### config.mk
export PLATFORM = sky130hd
export DESIGN_NAME = sync_serial_rx
export DESIGN_NICKNAME = d
export VERILOG_FILES = /design/src/rtl/srx_pkg.sv /design/src/rtl/srx_sync.sv /design/src/rtl/srx_clkgen.sv /design/src/rtl/srx_shift.sv /design/src/rtl/sync_serial_rx.sv
export SDC_FILE = /design/constraint.sdc
export NUM_CORES = 1
export LEC_CHECK = 0
export CAP_MARGIN = 20
export CELL_PAD_IN_SITES_DETAIL_PLACEMENT = 1
export CELL_PAD_IN_SITES_GLOBAL_PLACEMENT = 1
export CORE_ASPECT_RATIO = 0.75
export CORE_MARGIN = 1
export CORE_UTILIZATION = 42
export DETAILED_ROUTE_END_ITERATION = 7
export HOLD_SLACK_MARGIN = 0.03
export PLACE_DENSITY_LB_ADDON = 0.1
export SYNTH_ARGS = -nofsm -noshare
export SYNTH_HDL_FRONTEND = slang
export SYNTH_SLANG_ARGS = --single-unit
export TNS_END_PERCENT = 100
### constraint.sdc
create_clock -name clk -period 2.43 [get_ports clk]
set_clock_uncertainty 0.1 [all_clocks]
set_input_delay 0.729 -clock clk [delete_from_list [all_inputs] [get_ports clk]]
set_output_delay 0.729 -clock clk [all_outputs]
set_load 0.005 [all_outputs]
### src/rtl/srx_pkg.sv
package srx_pkg;

  typedef enum logic {
    MS_IDLE = 1'b0,
    MS_RUN  = 1'b1
  } mst_state_e;

  function automatic int unsigned clamp_len(input int unsigned req,
                                            input int unsigned lo,
                                            input int unsigned hi);
    if (req < lo) return lo;
    if (req > hi) return hi;
    return req;
  endfunction

endpackage

### src/rtl/srx_sync.sv
module srx_sync #(
  parameter int              WIDTH   = 3,
  parameter int              STAGES  = 2,
  parameter logic [WIDTH-1:0] RST_VAL = '0
) (
  input  logic             clk,
  input  logic             rst_n,
  input  logic [WIDTH-1:0] d,
  output logic [WIDTH-1:0] q
);

  logic [STAGES-1:0][WIDTH-1:0] stg_q;

  always_ff @(posedge clk or negedge rst_n) begin
    if (!rst_n) begin
      for (int i = 0; i < STAGES; i++) stg_q[i] <= RST_VAL;
    end else begin
      stg_q[0] <= d;
      for (int i = 1; i < STAGES; i++) stg_q[i] <= stg_q[i-1];
    end
  end

  assign q = stg_q[STAGES-1];

endmodule

### src/rtl/srx_clkgen.sv
module srx_clkgen
  import srx_pkg::*;
#(
  parameter  int HALF_DIV = 2,
  parameter  int MAX_LEN  = 16,
  localparam int LEN_W    = $clog2(MAX_LEN + 1),
  localparam int DIV_W    = $clog2(HALF_DIV + 1),
  localparam int EDGE_W   = $clog2(2 * MAX_LEN + 1)
) (
  input  logic             clk,
  input  logic             rst_n,
  input  logic             start,
  input  logic             halt,
  input  logic             keep_going,
  input  logic             cpol,
  input  logic             cpha,
  input  logic [LEN_W-1:0] len,
  output logic             sck,
  output logic             busy,
  output logic             sample
);

  mst_state_e          state_q, state_d;
  logic [DIV_W-1:0]    div_q, div_d;
  logic [EDGE_W-1:0]   edge_q, edge_d;
  logic                phase_q, phase_d;
  logic                tick, last_tgl;
  logic [EDGE_W-1:0]   last_idx;

  always_comb begin
    last_idx = EDGE_W'({len, 1'b0}) - EDGE_W'(1);
    tick     = (state_q == MS_RUN) && (div_q == DIV_W'(HALF_DIV - 1));
    last_tgl = tick && (edge_q == last_idx);
    sample   = tick && (cpha ? phase_q : !phase_q);
  end

  always_comb begin
    state_d = state_q;
    div_d   = div_q;
    edge_d  = edge_q;
    phase_d = phase_q;
    case (state_q)
      MS_IDLE: begin
        if (start) begin
          state_d = MS_RUN;
          div_d   = '0;
          edge_d  = '0;
          phase_d = 1'b0;
        end
      end
      default: begin
        if (halt) begin
          state_d = MS_IDLE;
          div_d   = '0;
          edge_d  = '0;
          phase_d = 1'b0;
        end else begin
          div_d = tick ? '0 : div_q + DIV_W'(1);
          if (tick) begin
            phase_d = !phase_q;
            edge_d  = last_tgl ? '0 : edge_q + EDGE_W'(1);
            if (last_tgl && !keep_going) state_d = MS_IDLE;
          end
        end
      end
    endcase
  end

  always_ff @(posedge clk or negedge rst_n) begin
    if (!rst_n) begin
      state_q <= MS_IDLE;
      div_q   <= '0;
      edge_q  <= '0;
      phase_q <= 1'b0;
    end else begin
      state_q <= state_d;
      div_q   <= div_d;
      edge_q  <= edge_d;
      phase_q <= phase_d;
    end
  end

  assign busy = (state_q == MS_RUN);
  assign sck  = cpol ^ phase_q;

  // an idle master always rests at the idle clock level
  assert_idle_phase_R2: assert property (@(posedge clk) disable iff (!rst_n)
    (state_q == MS_IDLE) |-> !phase_q);

  // the toggle counter never runs past the frame's last edge
  assert_edge_bound_R3: assert property (@(posedge clk) disable iff (!rst_n)
    (state_q == MS_RUN) |-> (edge_q <= last_idx));

endmodule

### src/rtl/srx_shift.sv
module srx_shift #(
  parameter  int MAX_LEN = 16,
  localparam int LEN_W   = $clog2(MAX_LEN + 1)
) (
  input  logic               clk,
  input  logic               rst_n,
  input  logic               clear,
  input  logic               sample,
  input  logic               din,
  input  logic [LEN_W-1:0]   len,
  output logic               done,
  output logic [MAX_LEN-1:0] word
);

  logic [MAX_LEN-1:0] sh_q, sh_next, mask;
  logic [LEN_W-1:0]   cnt_q;
  logic               at_last;

  always_comb begin
    sh_next = {sh_q[MAX_LEN-2:0], din};
    mask    = {MAX_LEN{1'b1}} >> (MAX_LEN - int'(len));
    at_last = (cnt_q == len - LEN_W'(1));
    done    = sample && at_last;
    word    = sh_next & mask;
  end

  always_ff @(posedge clk or negedge rst_n) begin
    if (!rst_n) begin
      sh_q  <= '0;
      cnt_q <= '0;
    end else if (clear) begin
      sh_q  <= '0;
      cnt_q <= '0;
    end else if (sample) begin
      sh_q  <= sh_next;
      cnt_q <= at_last ? '0 : cnt_q + LEN_W'(1);
    end
  end

  // the bit counter stays inside the programmed frame
  assert_cnt_in_frame_R3: assert property (@(posedge clk) disable iff (!rst_n)
    cnt_q < len);

endmodule

### src/rtl/sync_serial_rx.sv
module sync_serial_rx
  import srx_pkg::*;
#(
  parameter  int HALF_DIV    = 2,
  parameter  int MIN_LEN     = 8,
  parameter  int MAX_LEN     = 16,
  parameter  int SYNC_STAGES = 2,
  localparam int LEN_W       = $clog2(MAX_LEN + 1)
) (
  input  logic               clk,
  input  logic               rst_n,
  input  logic               cfg_master,
  input  logic               cfg_cpol,
  input  logic               cfg_cpha,
  input  logic               cfg_rx_en,
  input  logic               cfg_stop_one,
  input  logic               cfg_irq_en,
  input  logic [LEN_W-1:0]   cfg_frame_len,
  input  logic               rd_strobe,
  input  logic               ovr_clr,
  output logic [MAX_LEN-1:0] rd_data,
  output logic               rx_ready,
  output logic               rx_overrun,
  output logic               rx_irq,
  output logic               sck_o,
  output logic               cs_n_o,
  input  logic               miso_i,
  input  logic               sck_i,
  input  logic               cs_n_i,
  input  logic               mosi_i
);

  logic [LEN_W-1:0]   len_eff;
  logic               s_cs, s_sck, s_mosi, sck_prev_q;
  logic               slv_active, slv_lead, slv_trail, slv_sample;
  logic               mst_busy, mst_sample, mst_start, mst_sck;
  logic               core_sample, core_din, core_clear, core_done;
  logic [MAX_LEN-1:0] core_word;
  logic               ovr_set, load;
  logic               ready_q, ready_d, ovr_q, ovr_d;
  logic [MAX_LEN-1:0] data_q, data_d;

  assign len_eff = LEN_W'(clamp_len(int'(cfg_frame_len), MIN_LEN, MAX_LEN));

  srx_sync #(
    .WIDTH  (3),
    .STAGES (SYNC_STAGES),
    .RST_VAL(3'b100)
  ) u_sync (
    .clk  (clk),
    .rst_n(rst_n),
    .d    ({cs_n_i, sck_i, mosi_i}),
    .q    ({s_cs, s_sck, s_mosi})
  );

  always_ff @(posedge clk or negedge rst_n) begin
    if (!rst_n) sck_prev_q <= 1'b0;
    else        sck_prev_q <= s_sck;
  end

  always_comb begin
    slv_active = !cfg_master && cfg_rx_en && !ovr_q && !s_cs;
    slv_lead   = (sck_prev_q == cfg_cpol) && (s_sck != cfg_cpol);
    slv_trail  = (sck_prev_q != cfg_cpol) && (s_sck == cfg_cpol);
    slv_sample = slv_active && (cfg_cpha ? slv_trail : slv_lead);
  end

  assign mst_start = rd_strobe && cfg_master && cfg_rx_en && !ovr_q;

  srx_clkgen #(
    .HALF_DIV(HALF_DIV),
    .MAX_LEN (MAX_LEN)
  ) u_clkgen (
    .clk       (clk),
    .rst_n     (rst_n),
    .start     (mst_start),
    .halt      (ovr_set),
    .keep_going(!cfg_stop_one && cfg_rx_en),
    .cpol      (cfg_cpol),
    .cpha      (cfg_cpha),
    .len       (len_eff),
    .sck       (mst_sck),
    .busy      (mst_busy),
    .sample    (mst_sample)
  );

  always_comb begin
    core_sample = cfg_master ? mst_sample : slv_sample;
    core_din    = cfg_master ? miso_i     : s_mosi;
    core_clear  = cfg_master ? !mst_busy  : !slv_active;
  end

  srx_shift #(
    .MAX_LEN(MAX_LEN)
  ) u_shift (
    .clk   (clk),
    .rst_n (rst_n),
    .clear (core_clear),
    .sample(core_sample),
    .din   (core_din),
    .len   (len_eff),
    .done  (core_done),
    .word  (core_word)
  );

  always_comb begin
    ovr_set = core_done && ready_q && !rd_strobe;
    load    = core_done && !ovr_set;
    ready_d = ready_q;
    if (load)           ready_d = 1'b1;
    else if (rd_strobe) ready_d = 1'b0;
    ovr_d = ovr_q;
    if (ovr_set)      ovr_d = 1'b1;
    else if (ovr_clr) ovr_d = 1'b0;
    data_d = load ? core_word : data_q;
  end

  always_ff @(posedge clk or negedge rst_n) begin
    if (!rst_n) begin
      ready_q <= 1'b0;
      ovr_q   <= 1'b0;
      data_q  <= '0;
    end else begin
      ready_q <= ready_d;
      ovr_q   <= ovr_d;
      data_q  <= data_d;
    end
  end

  assign rd_data    = data_q;
  assign rx_ready   = ready_q;
  assign rx_overrun = ovr_q;
  assign rx_irq     = cfg_irq_en && (ready_q || ovr_q);
  assign sck_o      = mst_sck;
  assign cs_n_o     = !mst_busy;

  // a completed frame always leaves either fresh data or an error
  assert_done_flags_R4: assert property (@(posedge clk) disable iff (!rst_n)
    core_done |=> (ready_q || ovr_q));

  // a read with no frame finishing leaves the ready flag low
  assert_read_clears_R5: assert property (@(posedge clk) disable iff (!rst_n)
    (rd_strobe && !core_done) |=> !ready_q);

  // the held word is frozen while the overrun error stands
  assert_ovr_keeps_data_R7: assert property (@(posedge clk) disable iff (!rst_n)
    ovr_q |=> $stable(data_q));

  // no master clock runs while the overrun error stands
  assert_ovr_no_clock_R8: assert property (@(posedge clk) disable iff (!rst_n)
    ovr_q |-> !mst_busy);

endmodule

==> key figures <==
Outcome
  • Status: complete, but fails checks
  • Failing checks: setup timing

Critical path
  • Crit path DAT: 2.90 ns
  • Worst endpoint required time: 2.55 ns
  • Worst path max stage delay: 0.39 ns
  • Crit Path Class: in -> reg
  • CP Capture Type: flip-flop
  • Top delay family on crit path: compound AO/OA/AOI/OAI gates
  • Buffer and inverter count on the worst path: 4
  • Worst-path fanout max: 7
  • Worst-path cell chain: buf_6 > and3b_2 > inv_2 > ha_4 > xnor2_2 > a21o_1 > a311o_1 > nor4_4 > buf_4 > buf_12 > mux2_4
  • Max stage delay cell, worst path: a311o_1
  • CP Launch Type: primary input

Placement
  • GP Congestion: 0.814
  • IO buf count: 39
  • Dpl hpwl: 5300 um

Floorplan
  • Die Ht: 71.5 um
  • Die area: 0.00677 mm2
  • Initial Utilization: 45.1%
  • Row count: 24
  • Core Area: 0.00601 mm2
  • Io pins: 40
  • Die width: 94.7 um

Cells and area
  • Share of cells above drive strength 1: 36.2%
  • # diodes: 0
  • Synth-to-Final Area Change: 48.4%
  • Fin nets: 372
  • Fill count: 631

Power and ir drop
  • Leak: 1.81 nW
  • Peak VDD IR: 358 uV
  • Power per cell area: 706 mW/mm2

STA
  • Max Transition Viols Final: 0
  • Measured slew at the worst slew-check pin: 0.537 ns
  • Post-Route Setup TNS: -6.49 ns
  • Final Critical Period: 2.78 ns
  • RSZ-0062 raised after global routing: true
  • Final hold violations: 0
  • Final period utilization: 114%
  • Final hold slack: 0.261 ns
  • Setup WS post-layout: -0.348 ns
  • Setup violators final: 31
  • Achievable Freq: 360 MHz
  • Max_slew headroom: 64.2%

Detailed routing
  • DR iter-0 viols: 133
  • DRT Pass-1 Iters: 4
  • Post-DRT Antenna Nets: 0
  • Routed len/inst: 21.0 um
  • Vias post-DR: 2,404
  • Residual DRC: 0
  • Via density: 5.60
  • WL final: 9010 um

Flow run
  • Max-Cap Viols: 0

Clock network
  • Inserted Clock Buffers: 5
  • Post-CTS Hold Buffers: 0
  • Clock transition at path regs: 0.12 ns
  • CTS tree: yes
  • H-tree Lvls: 2
  • CTS sink cnt: 55
  • Clock Latency Late Sink: 0.33 ns
  • Root buffer cell: clkbuf_8
  • Clk buf depth: 2

Synthesis
  • Yosys warns: 0
  • Post-synth top area cell: dfrtp_1
  • Largest cells by area after synthesis: dfrtp_1 (49%), a22o_1 (4.9%), inv_1 (3.1%)
  • Synth Instances: 257
  • Seq cells post-synth: 55
  • Main combinational cell family by area after synthesis: compound AO/OA/AOI/OAI gates
  • Post-synthesis net count: 279
  • Post-synth top area share: 49.0%
  • Yosys cell types: 50
  • Top-count cell post-synth: dfrtp_1
  • Synthesized area per cell: 10.5 um2
  • Synth Area in Simple Gates: 15.3%
  • Multiplexer area fraction after synthesis: 1.90%
  • Post-Syn Area: 0.00271 mm2
  • Ys flop type: dfrtp_1
  • Xor/xnor share of the synthesized area: 4.53%
  • Commonest cells post-synth: dfrtp_1 (53), inv_1 (22), o21ai_0 (16)
  • Sequential fraction of the synthesis area: 50.9%
  • Adder-cell share of the synthesized area: 1.39%
  • Compound-Gate Fraction of Synth Area: 20.1%
  • Post-synth EDFFs: 0
  • FFs w/ async S/R, synth: 100%

GRT
  • Vias in the first global route: 2,499
  • Initial antenna violation count: 0
  • Grt ovf: 0
  • Pin count of the biggest net entering global routing: 56
  • GRT Overall Usage: 24.9%
  • First-pass GRT wire length: 12,700 um

Min path
  • Hold Path Class: in -> async
## cells in the final DEF (no fill, tap or decap), types with 2 or more instances in the layout
cell	netlist	layout
dfrtp_1	53	52
buf_4	0	46
clkdlybuf4s50_1	0	30
inv_1	22	21
a22o_1	15	15
nand2_1	15	14
nor2_1	12	11
o21ai_2	8	11
nand3_2	1	8
o21ai_1	0	7
buf_6	2	7
a21oi_1	8	6
clkbuf_8	0	6
xnor2_1	8	5
o21ai_0	16	5
nand3_1	14	5
buf_12	0	5
xor2_1	6	4
a21o_1	4	4
nor2b_1	5	4
mux2i_1	4	4
nand4_1	4	4
nand3b_1	3	3
xnor2_2	0	3
nand2b_1	3	3
dlygate4sd2_1	0	3
nand4b_1	2	2
xor2_2	0	2
nand3_4	0	2
o2111ai_1	4	2
a21oi_2	0	2
o2111ai_2	0	2
a31o_2	2	2
o22ai_1	3	2
o221ai_2	0	2
and2_1	2	2
nor3_1	2	2
ha_1	3	2
buf_2	4	2
dfstp_2	2	2
## per-layer routing
| metal | global-route usage, % | share of wire (%) |
|---|---|---|
| met1 | 35.5 | 47 |
| met2 | 40.3 | 49 |
| met3 | 3.50 | 3.5 |
| met4 | 5.56 | 1.1 |
| met5 | 0 | 0 |
## cell type report
| class | instances | area [um2] | share of cell area [%] |
|---|---|---|---|
| well taps | 78 | 97.6 | 2.43 |
| multi-input cells | 168 | 1410 | 35.2 |
| clock buffers | 6 | 82.6 | 2.06 |
| flip-flops and latches | 55 | 1380 | 34.4 |
| clock inverters | 2 | 16.3 | 0.405 |
| inverters | 22 | 82.6 | 2.06 |
| repair buffers | 98 | 945 | 23.5 |
## power breakdown
part	total, mW	internal [mW]	switching (mW)	leakage [nW]
Sequential	1.19	1.03	0.160	0.665
Combinational	1.07	0.506	0.567	1.10
Clock	0.567	0.234	0.333	0.0474
## registers in the layout, summed over array words and instances, names as in the netlist, 2 cells and up
| name | flops |
|---|---|
| rd_data | 16 |
| u_clkgen.div_q | 2 |
| u_clkgen.edge_q | 6 |
| u_shift.cnt_q | 5 |
| u_shift.sh_q | 15 |
| u_sync.q | 3 |
| u_sync.stg_q | 3 |
## final timing paths
check / startpoint / end / slack, ns / cells after the start
max in group asynchronous: rst_n / u_sync.stg_q[2] / 1.61 / 2
min in group clk: u_sync.stg_q[2] / u_sync.q[2] / 0.26 / 0
hold reg to reg: u_sync.stg_q[2] / u_sync.q[2] / 0.26 / 0
hold / removal: rst_n / u_clkgen.edge_q[2] / 0.26 / 2
setup reg to reg: u_clkgen.busy / rd_data[0] / 0.15 / 6
setup / recovery: cfg_frame_len[4] / rd_data[0] / -0.35 / 11
## through the flow
stage | power, mW | utilization [%] | cell area [um2] | std cells | worst slack (ns)
after floorplan | 1.62 | - | 2780 | 257 | -0.502
after global placement | 2.02 | 59.5 | 3580 | 407 | -0.802
after detailed placement | 2.05 | 59.5 | 3580 | 407 | -0.881
after CTS | 2.64 | 63.4 | 3810 | 423 | -0.341
after global routing | 2.96 | 66.9 | 4020 | 429 | -0.396
final | 2.83 | 66.9 | 4020 | 429 | -0.348
## logic make-up after synthesis
kind of cell	Yosys count
AOI/OAI and AO/OA	73
xor gates and xnor gates	14
adders and majority gates	3
buffers and inverters	34
DFF	55
muxes	5
and+or+nand+nor	73
## what timing repair did
item / CTS / global route
buffers inserted: 6 / 6
gates cloned: 2 / 0
pin swaps: 10 / 15
gates resized for setup: 33 / 36
endpoints found under the setup margin: 50 / 32
No activity file was read; power rests on OpenSTA's default activity.
